--- src/rtl/mbs_pkg.sv ---
package mbs_pkg;

  typedef logic [15:0] cnt_t;

  typedef enum logic [2:0] {
    ST_IDLE,
    ST_ADDR,
    ST_AHOLD,
    ST_STROBE,
    ST_DHOLD
  } phase_e;

  // kind of the access whose strobe ended last
  typedef enum logic [2:0] {
    PK_NONE,
    PK_PTR_WR,
    PK_DATA_WR,
    PK_DATA_RD,
    PK_OTHER
  } acc_kind_e;

  typedef struct packed {
    logic       wr;
    logic [2:0] addr;
    logic [7:0] data;
  } host_op_t;

  function automatic acc_kind_e classify(input logic wr, input logic [2:0] addr,
                                         input logic [2:0] ptr_addr,
                                         input logic [2:0] data_addr);
    if (wr && addr == ptr_addr) return PK_PTR_WR;
    if (addr == data_addr) return wr ? PK_DATA_WR : PK_DATA_RD;
    return PK_OTHER;
  endfunction

  // system clocks in one arbitration period
  function automatic int unsigned arb_clocks(input int unsigned div, input logic slow);
    return slow ? 2 * div : div;
  endfunction

  // clocks from strobe trailing edge to start of the next cycle
  function automatic cnt_t recovery_need(input acc_kind_e prev, input logic nxt_ptr_wr,
                                         input int unsigned arb, input int unsigned base);
    int unsigned n;
    n = base;
    if (prev == PK_PTR_WR && 4 * arb > n) n = 4 * arb;
    if ((prev == PK_DATA_WR || prev == PK_DATA_RD) && nxt_ptr_wr && 5 * arb > n) n = 5 * arb;
    return cnt_t'(n);
  endfunction

  function automatic cnt_t phase_load(input int unsigned t);
    return (t == 0) ? cnt_t'(0) : cnt_t'(t - 1);
  endfunction

endpackage

--- src/rtl/mbs_phase_fsm.sv ---
module mbs_phase_fsm
  import mbs_pkg::*;
#(
  parameter int unsigned T_ADDR   = 2,
  parameter int unsigned T_AHOLD  = 2,
  parameter int unsigned T_STROBE = 3,
  parameter int unsigned T_DHOLD  = 1
) (
  input  logic     clk,
  input  logic     rst_n,
  input  logic     accept,
  input  host_op_t req_op,
  output phase_e   phase,
  output host_op_t op,
  output logic     strobe_end
);

  cnt_t cnt;
  logic last;

  function automatic phase_e next_phase(input phase_e p);
    case (p)
      ST_ADDR:   return ST_AHOLD;
      ST_AHOLD:  return ST_STROBE;
      ST_STROBE: return ST_DHOLD;
      default:   return ST_IDLE;
    endcase
  endfunction

  function automatic int unsigned dwell(input phase_e p);
    case (p)
      ST_ADDR:   return T_ADDR;
      ST_AHOLD:  return T_AHOLD;
      ST_STROBE: return T_STROBE;
      ST_DHOLD:  return T_DHOLD;
      default:   return 1;
    endcase
  endfunction

  assign last       = (cnt == '0);
  assign strobe_end = (phase == ST_STROBE) && last;

  always_ff @(posedge clk or negedge rst_n) begin
    if (!rst_n) begin
      phase <= ST_IDLE;
      cnt   <= '0;
      op    <= '0;
    end else begin
      case (phase)
        ST_IDLE: begin
          if (accept) begin
            phase <= ST_ADDR;
            cnt   <= phase_load(T_ADDR);
            op    <= req_op;
          end
        end
        default: begin
          if (!last) begin
            cnt <= cnt - cnt_t'(1);
          end else begin
            phase <= next_phase(phase);
            cnt   <= phase_load(dwell(next_phase(phase)));
          end
        end
      endcase
    end
  end

endmodule

--- src/rtl/mbs_gap_timer.sv ---
module mbs_gap_timer
  import mbs_pkg::*;
#(
  parameter int unsigned ARB_DIV   = 2,
  parameter int unsigned BASE_GAP  = 2,
  parameter logic [2:0]  PTR_ADDR  = 3'd2,
  parameter logic [2:0]  DATA_ADDR = 3'd4
) (
  input  logic       clk,
  input  logic       rst_n,
  input  logic       strobe_end,
  input  logic       done_wr,
  input  logic [2:0] done_addr,
  input  logic       nxt_wr,
  input  logic [2:0] nxt_addr,
  input  logic       slow_arb,
  output logic       gap_ok
);

  localparam int unsigned RULE_MAX = 10 * ARB_DIV;
  localparam int unsigned GAP_MAX  = (BASE_GAP > RULE_MAX) ? BASE_GAP : RULE_MAX;

  cnt_t      since;
  cnt_t      need;
  acc_kind_e prev_kind;
  logic      nxt_ptr_wr;

  assign nxt_ptr_wr = nxt_wr && (nxt_addr == PTR_ADDR);
  assign need       = recovery_need(prev_kind, nxt_ptr_wr, arb_clocks(ARB_DIV, slow_arb), BASE_GAP);
  assign gap_ok     = (since >= need);

  // since = 1 in the first cycle after the strobe trailing edge
  always_ff @(posedge clk or negedge rst_n) begin
    if (!rst_n) begin
      since     <= cnt_t'(GAP_MAX);
      prev_kind <= PK_NONE;
    end else if (strobe_end) begin
      since     <= cnt_t'(1);
      prev_kind <= classify(done_wr, done_addr, PTR_ADDR, DATA_ADDR);
    end else if (since < cnt_t'(GAP_MAX)) begin
      since <= since + cnt_t'(1);
    end
  end

endmodule

--- src/rtl/mbs_pin_drive.sv ---
module mbs_pin_drive
  import mbs_pkg::*;
(
  input  logic       clk,
  input  logic       rst_n,
  input  phase_e     phase,
  input  host_op_t   op,
  input  logic       strobe_end,
  input  logic [2:0] ad_in,
  input  logic [4:0] dh_in,
  output logic       ale,
  output logic       cs_n,
  output logic       rd_n,
  output logic       wr_n,
  output logic [2:0] ad_out,
  output logic       ad_oe,
  output logic [4:0] dh_out,
  output logic       dh_oe,
  output logic       rsp_valid,
  output logic [7:0] rsp_rdata
);

  logic addr_ph, data_ph, strobe_ph, wr_data;

  always_comb begin
    addr_ph   = (phase == ST_ADDR) || (phase == ST_AHOLD);
    strobe_ph = (phase == ST_STROBE);
    data_ph   = strobe_ph || (phase == ST_DHOLD);
    wr_data   = data_ph && op.wr;

    ale  = (phase == ST_ADDR);
    cs_n = (phase == ST_IDLE);
    rd_n = !(strobe_ph && !op.wr);
    wr_n = !(strobe_ph && op.wr);

    // shared pins: address first, then write data; released for reads
    ad_oe  = addr_ph || wr_data;
    ad_out = addr_ph ? op.addr : (wr_data ? op.data[2:0] : 3'd0);
    dh_oe  = wr_data;
    dh_out = wr_data ? op.data[7:3] : 5'd0;
  end

  always_ff @(posedge clk or negedge rst_n) begin
    if (!rst_n) begin
      rsp_valid <= 1'b0;
      rsp_rdata <= '0;
    end else begin
      rsp_valid <= strobe_end && !op.wr;
      if (strobe_end && !op.wr) rsp_rdata <= {dh_in, ad_in};
    end
  end

endmodule

--- src/rtl/mux_bus_seq.sv ---
module mux_bus_seq
  import mbs_pkg::*;
#(
  parameter int unsigned T_ADDR    = 2,
  parameter int unsigned T_AHOLD   = 2,
  parameter int unsigned T_STROBE  = 3,
  parameter int unsigned T_DHOLD   = 1,
  parameter int unsigned ARB_DIV   = 2,
  parameter int unsigned BASE_GAP  = 2,
  parameter logic [2:0]  PTR_ADDR  = 3'd2,
  parameter logic [2:0]  DATA_ADDR = 3'd4
) (
  input  logic       clk,
  input  logic       rst_n,
  input  logic       slow_arb,
  input  logic       req_valid,
  input  logic       req_write,
  input  logic [2:0] req_addr,
  input  logic [7:0] req_wdata,
  output logic       req_ready,
  output logic       rsp_valid,
  output logic [7:0] rsp_rdata,
  output logic       bus_ale,
  output logic       bus_cs_n,
  output logic       bus_rd_n,
  output logic       bus_wr_n,
  output logic [2:0] bus_ad_out,
  output logic       bus_ad_oe,
  input  logic [2:0] bus_ad_in,
  output logic [4:0] bus_dh_out,
  output logic       bus_dh_oe,
  input  logic [4:0] bus_dh_in
);

  phase_e     phase;
  host_op_t   cur_op;
  host_op_t   req_op;
  logic       strobe_end;
  logic       acc_fire;
  logic       gap_ok;
  logic       cur_wr;
  logic [2:0] cur_addr;

  assign req_op    = '{wr: req_write, addr: req_addr, data: req_wdata};
  // ready looks at the pending request: only the pairs that need recovery wait for it
  assign req_ready = (phase == ST_IDLE) && gap_ok;
  assign acc_fire  = req_valid && req_ready;
  assign cur_wr    = cur_op.wr;
  assign cur_addr  = cur_op.addr;

  mbs_phase_fsm #(
    .T_ADDR  (T_ADDR),
    .T_AHOLD (T_AHOLD),
    .T_STROBE(T_STROBE),
    .T_DHOLD (T_DHOLD)
  ) u_fsm (
    .clk       (clk),
    .rst_n     (rst_n),
    .accept    (acc_fire),
    .req_op    (req_op),
    .phase     (phase),
    .op        (cur_op),
    .strobe_end(strobe_end)
  );

  mbs_gap_timer #(
    .ARB_DIV  (ARB_DIV),
    .BASE_GAP (BASE_GAP),
    .PTR_ADDR (PTR_ADDR),
    .DATA_ADDR(DATA_ADDR)
  ) u_gap (
    .clk       (clk),
    .rst_n     (rst_n),
    .strobe_end(strobe_end),
    .done_wr   (cur_wr),
    .done_addr (cur_addr),
    .nxt_wr    (req_write),
    .nxt_addr  (req_addr),
    .slow_arb  (slow_arb),
    .gap_ok    (gap_ok)
  );

  mbs_pin_drive u_pins (
    .clk       (clk),
    .rst_n     (rst_n),
    .phase     (phase),
    .op        (cur_op),
    .strobe_end(strobe_end),
    .ad_in     (bus_ad_in),
    .dh_in     (bus_dh_in),
    .ale       (bus_ale),
    .cs_n      (bus_cs_n),
    .rd_n      (bus_rd_n),
    .wr_n      (bus_wr_n),
    .ad_out    (bus_ad_out),
    .ad_oe     (bus_ad_oe),
    .dh_out    (bus_dh_out),
    .dh_oe     (bus_dh_oe),
    .rsp_valid (rsp_valid),
    .rsp_rdata (rsp_rdata)
  );

endmodule

--- config.mk ---
export PLATFORM = sky130hd
export DESIGN_NAME = mux_bus_seq
export DESIGN_NICKNAME = d
export VERILOG_FILES = /design/src/rtl/mbs_pkg.sv /design/src/rtl/mbs_phase_fsm.sv /design/src/rtl/mbs_gap_timer.sv /design/src/rtl/mbs_pin_drive.sv /design/src/rtl/mux_bus_seq.sv
export SDC_FILE = /design/constraint.sdc
export NUM_CORES = 1
export LEC_CHECK = 0
export BUFFER_PORTS_ARGS = -buffer_cell sky130_fd_sc_hd__buf_4
export CAP_MARGIN = 40
export CORE_MARGIN = 2
export CORE_UTILIZATION = 60
export CTS_CLUSTER_DIAMETER = 120
export DETAILED_ROUTE_END_ITERATION = 6
export PLACE_DENSITY = 0.84
export SYNTH_ARGS = -nofsm -noshare
export SYNTH_HDL_FRONTEND = slang
export SYNTH_SLANG_ARGS = --single-unit
--- constraint.sdc ---
create_clock -name clk -period 7.25 [get_ports clk]
set_clock_uncertainty 0.2 [all_clocks]
set_input_delay 0.3625 -clock clk [delete_from_list [all_inputs] [get_ports clk]]
set_output_delay 0.3625 -clock clk [all_outputs]
set_load 0.005 [all_outputs]
==> results.json <==
{
  "period_minus_slack_ns": 3.04,
  "rr_endpoint": "u_fsm.op[9]$_DFFE_PN0P_",
  "ys.flop_type": "dfrtp_1",
  "r2r_cells": 8,
  "power.total_mw": 1.44,
  "layout-drive-gt1-share_pct": 30.6,
  "ant_nets": 0,
  "peakVddDrop_mv": 0.258,
  "finalSetupTns_ns": 0,
  "grt_pass1_vias": 2237,
  "worstMarginPinSlew_ns": 0.720,
  "finalCritPeriodShare_pct": 42.0,
  "die_w_um": 73.5,
  "post_cts_resized": 0,
  "dp_cells": 357,
  "wl_per_cell_um": 16.6,
  "dr.pass1.iters": 4,
  "powerDensity_nw_per_um2": 406,
  "async_reset_ff_share_pct": 100,
  "drcViolationCount": 0,
  "crit_fanout": 4,
  "synth_compound_area_share_pct": 14.3,
  "syn_area_per_cell_um2": 11.0,
  "cts_tree": "yes",
  "drtIter0Drc": 144,
  "synth.distinct_cells": 48,
  "slew_violations": 0,
  "dieArea_um2": 5400,
  "nFillCells": 306,
  "path_clk_slew_ns": 0.07,
  "reg2reg_from": "u_gap.prev_kind[2]$_DFFE_PN0P_",
  "diodes": 0,
  "status": "complete, no violations",
  "instances_no_fill": 374,
  "fp.dieH_um": 73.5,
  "io_pins": 48,
  "timing.hold.ws_ns": 0.0480,
  "rsz0062_at_grt": "no",
  "vias_per_cell": 5.98,
  "muxShareOfSynthArea_pct": 8.51,
  "yosysTopAreaCellShare_pct": 49.2,
  "syn_nets": 293,
  "fin_ws_ns": 4.21,
  "antenna_found_initial": 0,
  "holdPathStages": 2,
  "synth-edff-count": 0,
  "cp-end-kind": "output pin",
  "grt_pass1_wl_mm": 10.3,
  "area_growth_syn_to_layout_pct": 22.7,
  "crit_path_start_kind": "flip-flop",
  "numCtsBuffers": 9,
  "hold_class": "input port to flip-flop",
  "seq_area_frac_synth_pct": 51.1,
  "yosysMostFrequentCell": "dfrtp_1",
  "core-area_um2": 4690,
  "cp.required_ns": 6.69,
  "hold_end": "u_pins.rsp_rdata[7]$_DFFE_PN0P_",
  "finalSetupViolCount": 0,
  "portBuffers": 47,
  "synth_area_leaders": "dfrtp_1 (49%), mux2_2 (8.2%), a21oi_1 (3.1%), nor2b_1 (3.0%), ha_1 (2.6%)",
  "htree_num_levels": 3,
  "cts.sink_count": 59,
  "drv_cap": 0,
  "initial_utilization_pct": 61.7,
  "yosys.area_share.simple_pct": 20.7,
  "ys_ff_latch": 59,
  "wirelength_mm": 6.19,
  "synth_top_family_by_area": "simple AND/OR/NAND/NOR gates",
  "cp.arrival_ns": 2.48,
  "dp_slack_ns": 4.02,
  "rrSetupSlack_ns": 4.26,
  "synth_largest_area_cell": "dfrtp_1",
  "relSlewSlack_pct": 52.0,
  "postCtsSetupBuffers": 0,
  "worstHoldStart": "bus_dh_in[4]",
  "root_buffer": "clkbuf_8",
  "ys.warnings.count": 0,
  "ys_top_cells_by_count": "dfrtp_1 (57), mux2_2 (21), a21oi_1 (18), nor2b_1 (14), o21ai_0 (14)",
  "grt_max_degree": 60,
  "synthesis.area_um2": 2900,
  "grt_usage_pct": 25.4,
  "cts_hold_buf": 1,
  "rows": 25,
  "fmax_mhz": 328,
  "overflow": 0,
  "hold_viol": 0,
  "yosys.area_share.adder_pct": 2.59,
  "place_congestion": 0.812,
  "cts_buffer_depth": 2,
  "p_leak_nw": 1.74,
  "clock_latency_ns": 0.34,
  "vias": 2238,
  "netlist_instances": 263,
  "hpwlAfterDp_mm": 4.11,
  "synth_xor_area_share_pct": 0.605,
  "path_class": "flip-flop to output pin",
  "fin_nets": 345
}
-- stage by stage --
step	area, µm²	util (%)
2_1_floorplan	2900	-
3_3_place_gp	3280	70.0
3_5_place_dp	3280	70.0
4_1_cts	3550	75.7
5_1_grt	3550	75.7
6_report	3550	75.7
-- cell usage in the layout (no fill, tap or decap), types with 4 or more instances in the layout --
master	Yosys	final
nor3_1	11	11
a211o_1	6	6
ha_1	6	6
a21oi_1	18	18
and3_1	5	5
nand2_1	9	9
nor2_1	10	10
clkbuf_8	0	12
nand2b_1	6	6
inv_1	6	6
mux2_2	21	21
a21o_1	7	7
buf_4	0	48
dfrtp_1	57	57
and2_1	6	6
or3_1	4	4
nand3_1	7	7
a22o_1	4	4
nor2b_1	14	14
nor4_1	6	6
o21ai_0	14	14
-- metal layers --
metal	share of wire, %	track usage (%)
met5	0	0
met3	4.9	5.76
met1	45	33.4
met4	1.3	14.3
met2	49	38.9
-- layout make-up --
| cell class | instances | area [µm²] | share of cell area [%] |
|---|---|---|---|
| clock buffer | 12 | 165 | 4.65 |
| clock inverter | 4 | 95.1 | 2.68 |
| sequential | 59 | 1480 | 41.6 |
| inverter | 6 | 22.5 | 0.634 |
| multi-input combinational | 190 | 1350 | 38.1 |
| timing repair buffer | 49 | 370 | 10.4 |
| tap | 54 | 67.6 | 1.90 |
-- worst max-delay path by stage --
stage,cells after the start,slack (ns),end,startpoint
CTS,8,4.21,req_ready,u_gap.prev_kind[2]$_DFFE_PN0P_
global route,8,4.01,req_ready,u_gap.prev_kind[2]$_DFFE_PN0P_
detailed placement,10,4.02,u_fsm.op[1]$_DFFE_PN0P_,req_addr[2]
floorplan,11,4.43,u_fsm.op[0]$_DFFE_PN0P_,req_addr[2]
global placement,10,4.12,u_fsm.op[3]$_DFFE_PN0P_,req_addr[2]
finish,8,4.21,req_ready,u_gap.prev_kind[2]$_DFFE_PN0P_
-- power breakdown --
part | total (mW) | internal [mW] | switching (mW)
Combinational | 0.504 | 0.259 | 0.245
Clock | 0.388 | 0.256 | 0.132
Sequential | 0.552 | 0.435 | 0.118
Total | 1.44 | 0.949 | 0.495
-- kinds of logic after synthesis --
family                   count (synthesis)
AO/OA/AOI/OAI                           63
XOR/XNOR                                 2
buffers and inverters                   14
flip-flops                              59
adder cells (fa/ha/maj)                  6
multiplexers                            22
AND/OR/NAND/NOR                         97
-- state kept, by name (all words and copies together) (netlist names) --
name	flops
u_gap.since	16
u_fsm.cnt	16
u_pins.rsp_valid	1
u_pins.rsp_rdata	8
u_fsm.phase	3
u_fsm.op	12
u_gap.prev_kind	3
-- worst max-delay path: stages (launching register included) --
cell and delay [ns]:
dfrtp_1 0.40, nor3b_1 0.39, o21bai_1 0.12, ha_1 0.30, a21o_1 0.18, a21oi_1 0.23, nand4bb_4 0.15, and2_1 0.22
buf_4 0.14
Power figures use the tool's default switching activity.
